### src/rtl/hmac_pkg.sv
package hmac_pkg;

    localparam int HALF_W = 16;
    localparam int WORD_W = 2 * HALF_W;
    localparam int PROD_W = WORD_W + HALF_W;

    typedef enum logic [1:0] {
        OP_MUL_HH = 2'b00,
        OP_MAC_HH = 2'b01,
        OP_MUL_WH = 2'b10,
        OP_MAC_WH = 2'b11
    } op_e;

    typedef struct packed {
        logic [WORD_W-1:0] value;
        logic              ovf;
    } res_t;

    function automatic logic [HALF_W-1:0] pick_half(input logic [WORD_W-1:0] w,
                                                    input logic upper);
        return upper ? w[WORD_W-1:HALF_W] : w[HALF_W-1:0];
    endfunction

    function automatic logic is_accum(input op_e o);
        return o[0];
    endfunction

    function automatic logic is_wide(input op_e o);
        return o[1];
    endfunction

endpackage

### src/rtl/hmac_opsel.sv
module hmac_opsel
    import hmac_pkg::*;
#(
    parameter int HW = HALF_W,
    parameter int WW = WORD_W
) (
    input  op_e           op,
    input  logic          sel_a,
    input  logic          sel_b,
    input  logic [WW-1:0] src_a,
    input  logic [WW-1:0] src_b,
    output logic [WW-1:0] mul_a,
    output logic [HW-1:0] mul_b,
    output logic          wide
);
    logic [HW-1:0] half_a;

    always_comb begin
        wide   = is_wide(op);
        half_a = sel_a ? src_a[WW-1:HW] : src_a[HW-1:0];
        mul_b  = sel_b ? src_b[WW-1:HW] : src_b[HW-1:0];
        if (wide) begin
            mul_a = src_a;
        end else begin
            mul_a = {{(WW-HW){half_a[HW-1]}}, half_a};
        end
    end
endmodule

### src/rtl/hmac_mult.sv
module hmac_mult
    import hmac_pkg::*;
#(
    parameter int HW = HALF_W,
    parameter int WW = WORD_W
) (
    input  logic [WW-1:0] mul_a,
    input  logic [HW-1:0] mul_b,
    input  logic          wide,
    output logic [WW-1:0] product
);
    localparam int PW = WW + HW;

    logic [PW-1:0] ext_a;
    logic [PW-1:0] ext_b;
    logic [PW-1:0] full;

    always_comb begin
        ext_a = {{HW{mul_a[WW-1]}}, mul_a};
        ext_b = {{WW{mul_b[HW-1]}}, mul_b};
        full  = ext_a * ext_b;
        if (wide) begin
            product = full[PW-1:HW];
        end else begin
            product = full[WW-1:0];
        end
    end
endmodule

### src/rtl/hmac_accum.sv
module hmac_accum
    import hmac_pkg::*;
#(
    parameter int WW = WORD_W
) (
    input  logic [WW-1:0] product,
    input  logic [WW-1:0] addend,
    input  logic          acc_en,
    output res_t          res
);
    logic [WW-1:0] sum;
    logic          same_sign;

    always_comb begin
        sum       = product + addend;
        same_sign = (product[WW-1] == addend[WW-1]);
        if (acc_en) begin
            res.value = sum;
            res.ovf   = same_sign && (sum[WW-1] != product[WW-1]);
        end else begin
            res.value = product;
            res.ovf   = 1'b0;
        end
    end
endmodule

### src/rtl/hmac_unit.sv
module hmac_unit
    import hmac_pkg::*;
(
    input  logic        clk,
    input  logic        rst,
    input  logic        start,
    input  logic [1:0]  op,
    input  logic        sel_a,
    input  logic        sel_b,
    input  logic [31:0] src_a,
    input  logic [31:0] src_b,
    input  logic [31:0] acc_in,
    output logic [31:0] result,
    output logic        valid,
    output logic        sat_set
);
    op_e           op_q;
    logic [WORD_W-1:0] mul_a;
    logic [HALF_W-1:0] mul_b;
    logic          wide;
    logic [WORD_W-1:0] product;
    res_t          res;

    assign op_q = op_e'(op);

    hmac_opsel #(.HW(HALF_W), .WW(WORD_W)) u_opsel (
        .op    (op_q),
        .sel_a (sel_a),
        .sel_b (sel_b),
        .src_a (src_a),
        .src_b (src_b),
        .mul_a (mul_a),
        .mul_b (mul_b),
        .wide  (wide)
    );

    hmac_mult #(.HW(HALF_W), .WW(WORD_W)) u_mult (
        .mul_a   (mul_a),
        .mul_b   (mul_b),
        .wide    (wide),
        .product (product)
    );

    hmac_accum #(.WW(WORD_W)) u_accum (
        .product (product),
        .addend  (acc_in),
        .acc_en  (is_accum(op_q)),
        .res     (res)
    );

    always_ff @(posedge clk) begin
        if (rst) begin
            result  <= '0;
            valid   <= 1'b0;
            sat_set <= 1'b0;
        end else begin
            valid   <= start;
            sat_set <= start && res.ovf;
            if (start) begin
                result <= res.value;
            end
        end
    end
endmodule

### config.mk
export PLATFORM = sky130hd
export DESIGN_NAME = hmac_unit
export DESIGN_NICKNAME = d
export VERILOG_FILES = /design/src/rtl/hmac_pkg.sv /design/src/rtl/hmac_opsel.sv /design/src/rtl/hmac_mult.sv /design/src/rtl/hmac_accum.sv /design/src/rtl/hmac_unit.sv
export SDC_FILE = /design/constraint.sdc
export NUM_CORES = 2
export LEC_CHECK = 0
export BUFFER_PORTS_ARGS = -buffer_cell sky130_fd_sc_hd__clkbuf_2
export CAP_MARGIN = 40
export CORE_MARGIN = 4
export CORE_UTILIZATION = 55
export DETAILED_ROUTE_END_ITERATION = 8
export PLACE_DENSITY = 0.82
export SKIP_LAST_GASP = 1
export SLEW_MARGIN = 20
export SYNTH_ARGS = -nofsm -noshare
export SYNTH_HDL_FRONTEND = slang
export SYNTH_HIERARCHICAL = 1
export SYNTH_SLANG_ARGS = --single-unit
### constraint.sdc
create_clock -name clk -period 13.1 [get_ports clk]
set_clock_uncertainty 0.15 [all_clocks]
set_input_delay 2.62 -clock clk [delete_from_list [all_inputs] [get_ports clk]]
set_output_delay 2.62 -clock clk [all_outputs]
set_load 0.03 [all_outputs]
==> results.md <==
- Yosys warnings: 6
- Met3 Routed Length: 4280 um
- Worst slew pin tran: 0.856 ns
- Number of nets with antenna violations after routing: 0
- Seq/Total Area, Yosys: 3.07%
- CP arrival: 12.13 ns
- Crit end category: register
- R2r startpoint: result[1]$_SDFFE_PP0P_
- Cts-stage hold buffer count: 0
- CTS sink cnt: 34
- First-pass GRT wire length: 102000 um
- Drt initial violations: 1081
- Placed wire-length estimate: 51000 um
- Num CTS Buffers: 5
- Number of global-route vias before repair: 19.8k
- WL met2: 31300 um
- Post-synth net total: 3283
- Largest net degree at the start of global routing: 48
- Initial Utilization: 55.8%
- RSZ-0062 raised after global routing: no
- Routability cong.: 0.956
- Final Max Tran Viols: 0
- EDFF count, synth: 0
- Clock latency on the worst-skew pair: 0.28 ns
- Mapped Cells: 2548
- Die width: 209 um
- Area of the multi-input gates: 18900 sq um
- CTS tree: built
- Total Routing Usage GR: 28.9%
- Syn avg cell area: 8.71 sq um
- Min-Delay Startpoint: result[6]$_SDFFE_PP0P_
- Finished Core Util: 58.6%
- Layout Nets: 3328
- Async SR Flop Fraction: 0%
- Floorplan row count: 73
- Crit Path Class: in2reg
- Syn Std Cell Area: 22200 sq um
- Initial antenna violation count: 0
- Die Area: 43600 sq um
- Clock root cell: clkbuf_16
- Top layer in use: met4
- Max incr delay on CP: 0.66 ns
- Primary FF master, synth: dfxtp_1
- Mean routed wirelength per cell: 20.0 um
- Max Cap Violations: 0
- Number of port buffers: 136
- GRT overflow: 0
- Final hold slack: 0.346 ns
- Final hold violations: 0
- Vias post-DR: 17.9k
- R2r setup slk: 12.25 ns
- Outcome: completed
- Post-CTS sizing: 0
- Final Critical Period: 12.14 ns
- CP Data Required Time: 13.10 ns
- Boundary pin count: 137
- Worst Setup Start Kind: input port
- Placed standard-cell area: 23200 sq um
- R2r endpoint: result[1]$_SDFFE_PP0P_
- Ratio of cells with drive above 1 in the final layout: 9.87%
- Clock Tree Buf Depth: 2
- WL met1: 24100 um
- Depth of the most critical reg-to-reg path: 2
- Period utilization: 92.6%
- Number of diodes: 0
- F_max: 82.4 MHz
- Max-slew headroom: 43.0%
- H-Tree Depth: 2
- Top cell by count, worst path: fa_1
- Routed WL: 62500 um
- Critical Path Start: sel_b
- Synth-to-Final Area Change: 5.15%
- Post-DR vias/cell: 5.73
- Slowest-stage cell, CP: mux2_2
- Final-report setup violation count: 0
- Setup Fix Bufs, Post-CTS: 0
- Hold depth: 2
- Fill cells: 3531
- Worst Path Max Fanout: 32
- Setup TNS: 0 ns
- Number of synthesized register bits: 34
- Die H: 209 um
- HP Class: reg2reg
- Reg clk slew, reported paths: 0.06 ns
- Unique masters post-synth: 82
- DR pass1 iterations: 8
- Hold Path Sink: result[6]$_SDFFE_PP0P_
- Post-route cell area: 23300 sq um
- Core Box Area: 39800 sq um
- Reg area: 681 sq um
- DRC: 0
-- worst max path at each step --
stage | endpoint | slack [ns] | depth (start not counted)
finish | result[30]$_SDFFE_PP0P_ | 0.96 | 34
global route | result[30]$_SDFFE_PP0P_ | 0.46 | 33
CTS | result[30]$_SDFFE_PP0P_ | 1.03 | 33
detailed placement | result[30]$_SDFFE_PP0P_ | 0.83 | 33
global placement | result[30]$_SDFFE_PP0P_ | 1.01 | 33
floorplan | result[30]$_SDFFE_PP0P_ | 2.01 | 39
-- through the flow --
stage	setup WS, ns	std cells
2_1_floorplan	2.01	2548
6_report	0.963	3119
3_5_place_dp	0.826	3110
3_3_place_gp	1.01	3108
4_1_cts	1.03	3118
5_1_grt	0.461	3119
-- routing by layer --
| metal | vias to the layer above | global-route usage (%) |
|---|---|---|
| li1 | 7808 | - |
| met1 | 8987 | 36.0 |
| met2 | 866 | 50.4 |
| met3 | 209 | 4.52 |
| met4 | 0 | 11.7 |
| met5 | - | 0 |
-- flip-flops by register name, summed over array words and instances, names as in the netlist --
name     cells
valid        1
result      32
sat_set      1
-- critical path: cells and delay by family --
family	cells	cell delay, ns
adder cells (fa/ha/maj)	8	3.87
AO/OA/AOI/OAI	13	3.00
multiplexers	2	0.79
AND/OR/NAND/NOR	4	0.79
buffers and inverters	6	0.70
XOR/XNOR	1	0.30
-- cell usage in the layout (no fill, tap or decap), drive strengths merged, types with 3 or more instances in the layout --
cell type and instances:
nand4 15, a41oi 3, o21a 7, o21ai 62
o21bai 13, and3 5, and2 212, or3 6
o211ai 9, nand3b 3, o31ai 3, a221o 3
nand2 342, o2111ai 6, nor3b 3, mux2 62
a211oi 16, nor2 101, fa 487, a21o 32
o311ai 4, a311oi 3, buf 24, a31oi 13
a21oi 78, nand3 18, dfxtp 34, nand2b 13
ha 145, mux2i 58, xor2 27, nor2b 7
xnor2 42, clkbuf 142, nor3 9, a21boi 6
or2 3, inv 554
-- synthesized netlist by cell type, types with 4 or more instances --
library cell	instances	share of area, %
and3_1	4	0.11
nand2b_1	12	0.34
mux2_2	52	2.6
mux2_4	10	0.68
dfxtp_1	34	3.1
a21oi_1	77	1.7
and2_1	212	6.0
xnor2_1	42	1.7
fa_1	487	44
inv_1	554	9.4
clkbuf_1	99	1.7
a31oi_1	12	0.34
o21bai_1	13	0.44
a211oi_1	12	0.41
buf_6	4	0.20
nor2_1	100	1.7
o21ai_0	51	1.1
nor2b_1	6	0.17
o21a_1	7	0.24
nand4_1	15	0.42
nor3_1	9	0.20
ha_1	145	8.2
a21o_1	30	1.0
mux2i_1	58	2.6
a211oi_2	4	0.23
o21ai_1	7	0.16
xor2_1	27	1.1
nand3_1	18	0.41
nand2_1	342	5.8
o2111ai_1	4	0.16
o211ai_1	9	0.30
buf_2	13	0.29
or3_1	6	0.17
-- cell type report --
type	instances	share of cell area [%]
Clock buffer	5	0.536
Clock inverter	3	0.193
Inverter	556	8.94
Multi-Input combinational cell	1835	80.8
Sequential cell	34	2.92
Tap cell	525	2.81
Timing Repair Buffer	161	3.80
-- logic make-up (layout without fill, tap and decap cells) --
family                     after synthesis  after routing  share of synthesized area (%)
buffers and inverters                  679            725                           12.0
adders and majority gates              632            632                           52.1
and+or+nand+nor                        741            741                           15.9
DFF                                     34             34                           3.07
muxes                                  120            120                           5.93
xor gates and xnor gates                69             69                           2.72
AOI/OAI and AO/OA                      273            273                           8.33
Power is left out: the tool's default activity adds up to more than one toggle a clock period on the data nets, which glitch-free logic cannot reach.
